<file path="src/rtl/tmr_ocu_pkg.sv">
// Shared types for the timer output compare unit.
// Assumes the mode encoding that the top-level port documents.
package tmr_ocu_pkg;

    typedef enum logic [1:0] {
        MODE_NORMAL     = 2'd0,
        MODE_CLR_ON_CMP = 2'd1,
        MODE_PWM_BOTTOM = 2'd2,
        MODE_PWM_TOP    = 2'd3
    } ocu_mode_e;

    // Buffered (shadowed) compare writes apply in both PWM modes.
    function automatic logic mode_buffered(input ocu_mode_e m);
        return (m == MODE_PWM_BOTTOM) || (m == MODE_PWM_TOP);
    endfunction

endpackage

</file>
<file path="src/rtl/tmr_ocu_cmpreg.sv">
// Compare register with an optional shadow copy.
// Unbuffered: a write loads the active value. Buffered: a write loads the
// shadow, and load_strobe (already qualified by tick) copies it to active.
// If a write and a load fall on the same edge, active takes the old shadow.
module tmr_ocu_cmpreg #(
    parameter int CW = 8
) (
    input  logic          clk,
    input  logic          rst_n,
    input  logic          buffered,
    input  logic          load_strobe,
    input  logic          wr_en,
    input  logic [CW-1:0] wr_data,
    output logic [CW-1:0] active,
    output logic [CW-1:0] shadow
);

    // Update the active compare value from a direct write or a shadow transfer.
    always_ff @(posedge clk) begin
        if (!rst_n) begin
            active <= '0;
        end else if (wr_en && !buffered) begin
            active <= wr_data;
        end else if (buffered && load_strobe) begin
            active <= shadow;
        end
    end

    // Capture CPU writes into the shadow while buffering is active.
    always_ff @(posedge clk) begin
        if (!rst_n) begin
            shadow <= '0;
        end else if (wr_en && buffered) begin
            shadow <= wr_data;
        end
    end

endmodule

</file>
<file path="src/rtl/tmr_ocu_flag.sv">
// Sticky compare flag. A set has priority over a clear on the same edge.
module tmr_ocu_flag (
    input  logic clk,
    input  logic rst_n,
    input  logic set,
    input  logic clr,
    output logic flag
);

    // Hold the flag, with set taking priority over clear.
    always_ff @(posedge clk) begin
        if (!rst_n) begin
            flag <= 1'b0;
        end else if (set) begin
            flag <= 1'b1;
        end else if (clr) begin
            flag <= 1'b0;
        end
    end

endmodule

</file>
<file path="src/rtl/tmr_ocu_channel.sv">
// One compare channel: a compare register, an equality detector and a flag.
// Assumes that count is stable for the whole cycle and that tick_en marks
// the cycles in which the timer advances.
module tmr_ocu_channel #(
    parameter int CW = 8
) (
    input  logic          clk,
    input  logic          rst_n,
    input  logic [CW-1:0] count,
    input  logic          tick_en,
    input  logic          buffered,
    input  logic          load_strobe,
    input  logic          wr_en,
    input  logic [CW-1:0] wr_data,
    input  logic          sw_clr,
    input  logic          ack,
    output logic          match,
    output logic          flag,
    output logic [CW-1:0] active,
    output logic [CW-1:0] shadow
);

    logic flag_set;
    logic flag_clr;

    tmr_ocu_cmpreg #(.CW(CW)) u_cmpreg (
        .clk        (clk),
        .rst_n      (rst_n),
        .buffered   (buffered),
        .load_strobe(load_strobe),
        .wr_en      (wr_en),
        .wr_data    (wr_data),
        .active     (active),
        .shadow     (shadow)
    );

    // Compare the count with the active value, and derive the flag controls.
    always_comb begin
        match    = (count == active);
        flag_set = tick_en && match;
        flag_clr = sw_clr || ack;
    end

    tmr_ocu_flag u_flag (
        .clk  (clk),
        .rst_n(rst_n),
        .set  (flag_set),
        .clr  (flag_clr),
        .flag (flag)
    );

endmodule

</file>
<file path="src/rtl/tmr_ocu.sv">
// Top level of the output compare unit: NCH channels, the register port
// decode and read mux, and the interrupt gating.
// Address map: 0..NCH-1 hold the compare registers, NCH holds the flags
// (write one to clear). Assumes NCH <= CW so the flags fit in one word.
module tmr_ocu
    import tmr_ocu_pkg::*;
#(
    parameter int CW  = 8,
    parameter int NCH = 2,
    parameter int AW  = $clog2(NCH + 1)
) (
    input  logic           clk,
    input  logic           rst_n,
    input  logic           tick_en,
    input  logic [CW-1:0]  count,
    input  logic           at_top,
    input  logic           at_bottom,
    input  logic [1:0]     mode,
    input  logic           cpu_wr,
    input  logic [AW-1:0]  cpu_addr,
    input  logic [CW-1:0]  cpu_wdata,
    output logic [CW-1:0]  cpu_rdata,
    input  logic [NCH-1:0] irq_en,
    input  logic [NCH-1:0] irq_ack,
    output logic [NCH-1:0] match,
    output logic [NCH-1:0] irq
);

    localparam logic [AW-1:0] FLAG_ADDR = AW'(NCH);

    ocu_mode_e               mode_e;
    logic                    buffered;
    logic                    load_strobe;
    logic                    flag_wr;
    logic [NCH-1:0]          flag_q;
    logic [NCH-1:0][CW-1:0]  cmp_act;
    logic [NCH-1:0][CW-1:0]  cmp_shd;

    // Decode the mode into buffering and the qualified shadow-load strobe.
    always_comb begin
        mode_e      = ocu_mode_e'(mode);
        buffered    = mode_buffered(mode_e);
        load_strobe = tick_en && ((mode_e == MODE_PWM_TOP) ? at_top : at_bottom);
        flag_wr     = cpu_wr && (cpu_addr == FLAG_ADDR);
    end

    for (genvar g = 0; g < NCH; g++) begin : g_ch
        tmr_ocu_channel #(.CW(CW)) u_ch (
            .clk        (clk),
            .rst_n      (rst_n),
            .count      (count),
            .tick_en    (tick_en),
            .buffered   (buffered),
            .load_strobe(load_strobe),
            .wr_en      (cpu_wr && (cpu_addr == AW'(g))),
            .wr_data    (cpu_wdata),
            .sw_clr     (flag_wr && cpu_wdata[g]),
            .ack        (irq_ack[g]),
            .match      (match[g]),
            .flag       (flag_q[g]),
            .active     (cmp_act[g]),
            .shadow     (cmp_shd[g])
        );
    end

    // Gate each flag with its interrupt enable.
    always_comb begin
        irq = flag_q & irq_en;
    end

    // Read mux: the shadow while buffered, otherwise the active value; then the flags.
    always_comb begin
        cpu_rdata = '0;
        for (int i = 0; i < NCH; i++) begin
            if (cpu_addr == AW'(i)) begin
                cpu_rdata = buffered ? cmp_shd[i] : cmp_act[i];
            end
        end
        if (cpu_addr == FLAG_ADDR) begin
            cpu_rdata[NCH-1:0] = flag_q;
        end
    end

endmodule

</file>
<file path="config.mk">
export PLATFORM = sky130hd
export DESIGN_NAME = tmr_ocu
export DESIGN_NICKNAME = d
export VERILOG_FILES = /design/src/rtl/tmr_ocu_pkg.sv /design/src/rtl/tmr_ocu_cmpreg.sv /design/src/rtl/tmr_ocu_flag.sv /design/src/rtl/tmr_ocu_channel.sv /design/src/rtl/tmr_ocu.sv
export SDC_FILE = /design/constraint.sdc
export NUM_CORES = 1
export LEC_CHECK = 0
export BUFFER_PORTS_ARGS = -buffer_cell sky130_fd_sc_hd__buf_4
export CAP_MARGIN = 5
export CORE_MARGIN = 2
export CORE_UTILIZATION = 55
export DETAILED_ROUTE_END_ITERATION = 10
export GPL_ROUTABILITY_DRIVEN = 0
export PLACE_DENSITY = 0.8
export REMOVE_ABC_BUFFERS = 1
export SLEW_MARGIN = 25
export SYNTH_ARGS = -nofsm -noshare
export SYNTH_HDL_FRONTEND = slang
export SYNTH_SLANG_ARGS = --single-unit
</file>
<file path="constraint.sdc">
create_clock -name clk -period 3 [get_ports clk]
set_clock_uncertainty 0.05 [all_clocks]
set_input_delay 0.45 -clock clk [delete_from_list [all_inputs] [get_ports clk]]
set_output_delay 0.45 -clock clk [all_outputs]
set_load 0.1 [all_outputs]
</file>
==> parameters.txt, run 1 <==
Parameter                              Value

Power and ir drop
  Total internal power ... 0.649 mW
  Power density over the cells ... 395 nW/um^2
  Maximum VDD drop ... 0.276 mV
  Relative contribution of sequential cells to total power ... 51.9%
  Power consumption ... 0.913 mW
  Clock Power Share ... 29.9%
  Standby leakage power ... 0.804 nW
  Net Switching ... 0.264 mW
  Net switching fraction of the power ... 28.9%
  Combinational group share of total power ... 18.2%

Placed design
  Cell Area, Placed ... 2250 um^2
  HPWL after detailed placement ... 3380 um
  Number of I/O port buffers ... 41

Finish
  Post-synthesis to final-layout area growth ... 17.6%
  Antenna fix cells ... 0
  Filler cell count in the final layout ... 291
  Sequential cell area ... 681 um^2
  Number of nets at the end of the flow ... 280
  Post-Layout Inst Area ... 2310 um^2
  Layout cell share with drive strength beyond 1 ... 23.5%
  Multi-input gate area ... 1180 um^2
  Layout Utilization ... 68.1%

Detailed routing
  Violation count after the first detailed-routing iteration ... 148
  Wire length per cell ... 17.1 um
  Via count ... 1819
  Antenna-violating nets left ... 0
  Overall routed net length ... 5090 um
  Post-detailed-route via-to-cell ratio ... 6.12
  Detailed-router iteration count before antenna repair ... 4
  Number of DRC violations after detailed routing ... 0

Floorplanning
  Initial Util ... 58.0%
  Floorplan die area ... 4070 um^2
  Die width ... 63.8 um
  Number of placed I/O pins ... 42
  Core Rows ... 21
  Standard cell core area ... 3390 um^2
  Height of the chip ... 63.8 um

Worst setup path
  Setup slack of the most critical reg-to-reg path ... 1890 ps
  Data arrival time of the critical path ... 1640 ps
  Startpoint kind of the worst setup timing path ... primary input
  Worst-path maximum fanout ... 16
  Worst setup path category ... in -> out
  Critical Path RT ... 2500 ps
  Setup crit end kind ... primary output

Clock network
  Total CTS buffers ... 5
  Total of cells resized after clock tree synthesis ... 0
  Later-pin clock latency in the skew report ... 350 ps
  Clock tree from TritonCTS ... built
  Largest buffer count on any clock path ... 2
  Clock sink count ... 34
  H-tree depth ... 2
  Post-CTS setup-driven buffer insertion count ... 0
  Root buffer cell ... sky130_fd_sc_hd__clkbuf_4
  Number of buffers inserted for hold repair after clock tree synthesis ... 0
  CTS clk-pin slew, worst paths ... 100 ps

STA
  Final Hold Fails ... 0
  Count of final setup violators ... 0
  Setup repair after global routing missed its margin ... no
  Period utilization ... 71.2%
  Min Hold Slack ... 317 ps
  Top achievable clock speed ... 468 MHz
  Actual transition at the worst max-transition pin ... 660 ps
  Final worst path period need ... 2140 ps
  Normalized max-slew margin ... 55.7%
  Count of pins over their slew limit ... 0
  Sum of negative setup slack ... 0 ps

Logic synthesis
  Most frequent cell after synthesis ... sky130_fd_sc_hd__dfxtp_1
  Synth area leader ... sky130_fd_sc_hd__dfxtp_1
  Cells taking the most area after synthesis ... sky130_fd_sc_hd__dfxtp_1 (35%), sky130_fd_sc_hd__o21ai_0 (7.9%), sky130_fd_sc_hd__xnor2_1 (7.1%), sky130_fd_sc_hd__mux2i_1 (5.6%), sky130_fd_sc_hd__a31oi_1 (5.1%)
  Proportion of synthesized chip area in sequential cells ... 34.6%
  Netlist area before placement ... 1960 um^2
  Number of enable-type register cells in the synthesized netlist ... 0
  Most frequent cells after synthesis ... sky130_fd_sc_hd__dfxtp_1 (34), sky130_fd_sc_hd__o21ai_0 (31), sky130_fd_sc_hd__nand2_1 (20)
  Post-synthesis area per instance ... 8.97 um^2
  Count of yosys warnings during synthesis ... 0
  Async set-reset flop share out of synthesis ... 0%
  Most instantiated flip-flop cell in the synthesis netlist ... sky130_fd_sc_hd__dfxtp_1
  Number of cells produced by synthesis ... 219
  Fraction of synthesized cell area taken by the top area cell type ... 34.6%
  Number of synthesized register bits ... 34
  Netlist cell types ... 28

GRT
  Pin count of the biggest net entering global routing ... 36
  Number of antenna violations at the first check in global routing ... 0
  Total global routing track utilization ... 27.0%
  GRT overflow ... 0
  Vias in the first global route ... 1758
  Global-route wire length before repair ... 8450 um

Flow run
  Number of maximum-capacitance violations ... 0

Min path
  Path type of the worst min-delay path ... in -> reg

Run status
  Run status ... completed
-- placed cells by master (no fill, tap or decap), drive strengths merged --
cell	n
a21boi	8
a31oi	16
and2	3
and4b	1
buf	43
clkbuf	7
clkinv	1
dfxtp	34
inv	1
mux2	2
mux2i	11
mux4	7
nand2	20
nand3	16
nand4	4
nand4b	5
nand4bb	1
nor2	3
nor2b	14
nor4bb	1
o21ai	33
o22ai	1
o31ai	2
or4b	1
xnor2	16
-- power groups by stage --
stage | logic [mW] | clock network, mW | registers [mW]
global placement | 0.161 | 0 | 0.484
global route | 0.178 | 0.301 | 0.476
CTS | 0.164 | 0.270 | 0.474
floorplan | 0.0875 | 0 | 0.481
finish | 0.166 | 0.273 | 0.474
detailed placement | 0.164 | 0 | 0.484
-- registers in the layout, summed over array words and instances (netlist names) --
| signal | cells |
|---|---|
| g_ch.u_ch.u_cmpreg.active | 16 |
| g_ch.u_ch.u_cmpreg.shadow | 16 |
| g_ch.u_ch.u_flag.flag | 2 |
-- final cells by class --
type,count,area share (%)
Clock buffer,7,2.38
Clock inverter,1,0.217
Inverter,1,0.163
Multi-Input combinational cell,165,51.3
Sequential cell,34,29.5
Tap cell,46,2.49
Timing Repair Buffer,43,14.0
-- logic make-up after synthesis --
| kind of cell | share of synthesized area [%] |
|---|---|
| AOI/OAI and AO/OA | 18.0 |
| xor gates and xnor gates | 7.13 |
| buffers and inverters | 5.35 |
| DFF | 34.6 |
| muxes | 15.4 |
| and+or+nand+nor | 19.5 |
-- critical path, cell delays in order --
cell,delay [ps]
sky130_fd_sc_hd__buf_4,230
sky130_fd_sc_hd__mux4_1,580
sky130_fd_sc_hd__nor2b_1,140
sky130_fd_sc_hd__buf_4,230
-- metrics by stage --
step | std cells | setup slack [ps]
final | 297 | 864
after detailed placement | 289 | 856
after global placement | 289 | 889
after floorplan | 200 | 274
after CTS | 297 | 852
after global routing | 297 | 808
-- layer usage --
layer / up-vias / part of all wire [%] / GRT usage [%]
met5: - / 0 / 0
met4: 0 / 1.8 / 12.2
met3: 12 / 9.9 / 4.93
met2: 94 / 50 / 46.6
met1: 848 / 38 / 32.7
li1: 865 / - / -
-- path summary, 6_finish.rpt --
check | start | to | cells after the start
min | cpu_wdata[4] | g_ch[1].u_ch.u_cmpreg.shadow[4] | 3
min reg2reg | g_ch[1].u_ch.u_cmpreg.shadow[6] | g_ch[1].u_ch.u_cmpreg.shadow[6] | 2
max | cpu_addr[0] | cpu_rdata[2] | 4
max reg2reg | g_ch[0].u_ch.u_cmpreg.active[2] | g_ch[0].u_ch.u_flag.flag | 3
Power figures use the tool's default switching activity.
==> inputs of run 2 (changes only) <==
ABC_AREA = 1   (was unset)
CORE_UTILIZATION = 49   (was 55)
PLACE_DENSITY = 0.76   (was 0.8)
clock period = 1.75 ns   (was 3 ns; I/O delays follow)
==> run 2 against run 1 <==
  * The flow now finishes with violations (negative setup slack)
  * Area after synthesis shrank 0.57%
  * Global-route usage grew 1.1 points
  * Hold slack lost 120 ps
  * Highest routed layer unchanged
==> parameters.txt, run 2 <==
Parameter                              Value

Worst setup path
  Endpoint of the most critical register-to-register path ... g_ch[0].u_ch.u_flag.flag (unchanged)
  Worst setup path category ... reg -> out (was in -> out)
  Crit path to ... match[0] (was cpu_rdata[2])
  Startpoint kind of the worst setup timing path ... flop (was primary input)
  Delay of the slowest critical-path stage ... 370 ps (was 580 ps)
  Worst-path maximum fanout ... 3 (was 16)
  Worst setup path start ... g_ch[0].u_ch.u_cmpreg.active[3] (was cpu_addr[0])
  Setup crit end kind ... primary output (unchanged)
  Launch instance of the worst register-to-register path ... g_ch[0].u_ch.u_cmpreg.active[3] (was g_ch[0].u_ch.u_cmpreg.active[2])
  Data arrival time of the critical path ... 1500 ps (was 1640 ps)
  Critical Path RT ... 1440 ps (was 2500 ps)
  CP top delay family ... simple AND/OR/NAND/NOR gates (was multiplexers)
  Cell with the largest stage delay on the worst path ... sky130_fd_sc_hd__dfxtp_1 (was sky130_fd_sc_hd__mux4_1)
  Buffers and inverters on the worst path ... 1 (was 2)
  Number of cells on the critical path ... 4 (unchanged)
  Setup slack of the most critical reg-to-reg path ... 560 ps (was 1890 ps)
  Length in cells of the worst reg-to-reg path ... 6 (was 3)
  Crit-path cells ... xnor2_1 > nand2_1 > nor4_4 > buf_6 (was buf_4 > mux4_1 > nor2b_1 > buf_4)

GRT
  Number of antenna violations at the first check in global routing ... 0 (unchanged)
  Global-route wire length before repair ... 9360 um (was 8450 um)
  Pin count of the biggest net entering global routing ... 20 (was 36)
  GRT overflow ... 0 (unchanged)
  Total global routing track utilization ... 28.1% (was 27.0%)
  Vias in the first global route ... 2064 (was 1758)

Detailed routing
  Antenna-violating nets left ... 0 (unchanged)
  Detailed-router iteration count before antenna repair ... 5 (was 4)
  Via count ... 2238 (was 1819)
  Overall routed net length ... 5980 um (was 5090 um)
  Wire length per cell ... 14.4 um (was 17.1 um)
  Post-detailed-route via-to-cell ratio ... 5.41 (was 6.12)
  Violation count after the first detailed-routing iteration ... 169 (was 148)
  Number of DRC violations after detailed routing ... 0 (unchanged)

Placed design
  Worst slack at placement ... -1.24 ps (was 856 ps)
  Total placed cells including tap cells ... 403 (was 289)
  HPWL after detailed placement ... 4280 um (was 3380 um)
  Number of I/O port buffers ... 41 (unchanged)

Clock network
  Clock sink count ... 34 (unchanged)
  Total CTS buffers ... 5 (unchanged)
  Clock tree from TritonCTS ... built (unchanged)
  Number of buffers inserted for hold repair after clock tree synthesis ... 0 (unchanged)
  Later-pin clock latency in the skew report ... 290 ps (was 350 ps)
  Root buffer cell ... sky130_fd_sc_hd__clkbuf_8 (was sky130_fd_sc_hd__clkbuf_4)
  CTS clk-pin slew, worst paths ... 70 ps (was 100 ps)
  Largest buffer count on any clock path ... 2 (unchanged)
  H-tree depth ... 2 (unchanged)

Finish
  Number of non-filler instances in the completed layout ... 414 (was 297)
  Commonest non-fill, non-tap cell in the layout ... sky130_fd_sc_hd__nand2_1 (was sky130_fd_sc_hd__buf_4)
  Top flop regs ... g_ch.u_ch.u_cmpreg.active: 16 flops, g_ch.u_ch.u_cmpreg.shadow: 16 flops, g_ch.u_ch.u_flag.flag: 2 flops (unchanged)
  Filler cell count in the final layout ... 339 (was 291)
  Post-synthesis to final-layout area growth ... 35.2% (was 17.6%)
  Antenna fix cells ... 0 (unchanged)
  Layout Utilization ... 70.6% (was 68.1%)
  Number of nets at the end of the flow ... 395 (was 280)
  Commonest cells after routing, fill and taps aside ... sky130_fd_sc_hd__nand2_1 (58), sky130_fd_sc_hd__buf_4 (55), sky130_fd_sc_hd__inv_1 (44), sky130_fd_sc_hd__o21ai_0 (43), sky130_fd_sc_hd__a21oi_1 (42) (was sky130_fd_sc_hd__buf_4 (43), sky130_fd_sc_hd__dfxtp_1 (34), sky130_fd_sc_hd__o21ai_0 (31), sky130_fd_sc_hd__nand2_1 (20))
  Layout cell share with drive strength beyond 1 ... 27.0% (was 23.5%)

Floorplanning
  Floorplan die area ... 4510 um^2 (was 4070 um^2)
  Die width ... 67.1 um (was 63.8 um)
  Number of placed I/O pins ... 42 (unchanged)
  Standard cell core area ... 3740 um^2 (was 3390 um^2)
  Initial Util ... 52.2% (was 58.0%)
  Height of the chip ... 67.1 um (was 63.8 um)
  Core Rows ... 22 (was 21)

Min path
  Path type of the worst min-delay path ... in -> reg (unchanged)
  Cell depth of the worst hold path ... 3 (unchanged)

Logic synthesis
  Fraction of synthesized cell area taken by the top area cell type ... 34.8% (was 34.6%)
  Post-synthesis area per instance ... 6.32 um^2 (was 8.97 um^2)
  Netlist area before placement ... 1950 um^2 (was 1960 um^2)
  Most frequent cells after synthesis ... sky130_fd_sc_hd__nand2_1 (70), sky130_fd_sc_hd__inv_1 (48), sky130_fd_sc_hd__o21ai_0 (43) (was sky130_fd_sc_hd__dfxtp_1 (34), sky130_fd_sc_hd__o21ai_0 (31), sky130_fd_sc_hd__nand2_1 (20))
  Most frequent cell after synthesis ... sky130_fd_sc_hd__nand2_1 (was sky130_fd_sc_hd__dfxtp_1)
  Netlist cell types ... 24 (was 28)
  Number of enable-type register cells in the synthesized netlist ... 0 (unchanged)
  Number of cells produced by synthesis ... 309 (was 219)
  Most instantiated flip-flop cell in the synthesis netlist ... sky130_fd_sc_hd__dfxtp_1 (unchanged)
  Count of yosys warnings during synthesis ... 0 (unchanged)
  Async set-reset flop share out of synthesis ... 0% (unchanged)
  Cells taking the most area after synthesis ... sky130_fd_sc_hd__dfxtp_1 (35%), sky130_fd_sc_hd__nand2_1 (13%), sky130_fd_sc_hd__o21ai_0 (11%), sky130_fd_sc_hd__a21oi_1 (11%), sky130_fd_sc_hd__inv_1 (9.2%) (was sky130_fd_sc_hd__dfxtp_1 (35%), sky130_fd_sc_hd__o21ai_0 (7.9%), sky130_fd_sc_hd__xnor2_1 (7.1%), sky130_fd_sc_hd__mux2i_1 (5.6%), sky130_fd_sc_hd__a31oi_1 (5.1%))
  Number of synthesized register bits ... 34 (unchanged)
  Proportion of synthesized chip area in sequential cells ... 34.8% (was 34.6%)
  Synth area leader ... sky130_fd_sc_hd__dfxtp_1 (unchanged)

Run status
  Run status ... finished, violations left (was completed)
  Failing checks ... negative setup slack

STA
  Top achievable clock speed ... 553 MHz
  Post-route setup slack ... -59.5 ps (was 864 ps)
  Final Hold Fails ... 0 (unchanged)
  Count of final setup violators ... 2 (was 0)
  Period utilization ... 103%
  Count of pins over their slew limit ... 0 (unchanged)
  Min Hold Slack ... 196 ps (was 317 ps)
  Setup repair after global routing missed its margin ... yes (was no)
  Final worst path period need ... 1810 ps
  Sum of negative setup slack ... -71.2 ps (was 0 ps)
  Normalized max-slew margin ... 74.8% (was 55.7%)
  Actual transition at the worst max-transition pin ... 376 ps (was 660 ps)

Power and ir drop
  Power density over the cells ... 748 nW/um^2 (was 395 nW/um^2)
  Standby leakage power ... 1.19 nW (was 0.804 nW)
  Maximum VDD drop ... 0.617 mV (was 0.276 mV)

Flow run
  Number of maximum-capacitance violations ... 0 (unchanged)
-- run 2: cell count changes in the layout (fill, tap and decap cells not counted), sizes merged, moves of 8 or more --
cell    delta
a21boi     -8
a21oi     +42
a31oi     -16
buf       +16
inv       +48
mux2i     -11
nand2     +50
nor2      +18
nor2b     -14
o21ai     +11
xnor2     -10
-- run 2: layout make-up --
| class | instances | area, um^2 | share of cell area [%] |
|---|---|---|---|
| clock buffer | 7 | 76.3 | 2.89 |
| clock inverter | 1 | 30.0 | 1.14 |
| multi-input combinational | 214 | 1120 | 42.3 |
| sequential | 34 | 691 | 26.1 |
| inverter | 50 | 188 | 7.11 |
| tap | 48 | 60.1 | 2.27 |
| timing repair buffer | 60 | 480 | 18.2 |
-- run 2: worst min-delay path, stage by stage --
cell and delay, ps:
sky130_fd_sc_hd__buf_4 120, sky130_fd_sc_hd__nand2_1 60, sky130_fd_sc_hd__a21oi_1 50
-- run 2: layer usage --
metal	part of all wire (%)	vias to the layer above	GRT usage, %
met5	0	-	0
met4	2.3	0	12.2
met3	9.4	17	5.17
met2	46	107	46.2
met1	42	1003	36.0
li1	-	1111	-
-- run 2: worst min path at each step --
stage	start	endpoint	slack, ps
floorplan	rst_n	g_ch[1].u_ch.u_cmpreg.active[2]	340
global placement	g_ch[0].u_ch.u_cmpreg.shadow[5]	g_ch[0].u_ch.u_cmpreg.shadow[5]	390
detailed placement	g_ch[1].u_ch.u_cmpreg.shadow[5]	g_ch[1].u_ch.u_cmpreg.shadow[5]	400
CTS	irq_ack[1]	g_ch[1].u_ch.u_flag.flag	190
global route	cpu_wdata[5]	g_ch[0].u_ch.u_cmpreg.active[5]	200
finish	cpu_wdata[5]	g_ch[0].u_ch.u_cmpreg.active[5]	200
-- run 2: logic make-up (layout without fill, tap and decap cells) --
family | Yosys count | in the layout | share of synthesized area, %
buf+inv | 61 | 118 | 12.4
compound gates | 96 | 96 | 25.9
flops | 34 | 34 | 34.8
simple gates | 112 | 112 | 24.2
xor+xnor | 6 | 6 | 2.69
-- run 2: stage by stage --
stage	total power, mW	instance area (um^2)
after floorplan	1.06	1900
after global placement	1.23	2400
after detailed placement	1.23	2400
after CTS	1.95	2570
after global routing	2.04	2640
final	1.97	2640
-- run 2: report_power, final --
group	internal [mW]	switching (mW)	total (mW)	leakage, nW
registers	0.804	0.0195	0.824	0.280
clock network	0.426	0.286	0.712	0.0524
logic	0.156	0.284	0.439	0.853
total	1.39	0.589	1.97	1.19
-- run 2: timing repair --
action                                  CTS  global route
pin swaps                                 6             8
setup buffers                             1             2
endpoints found under the setup margin    2             7
gates resized for setup                  17            20
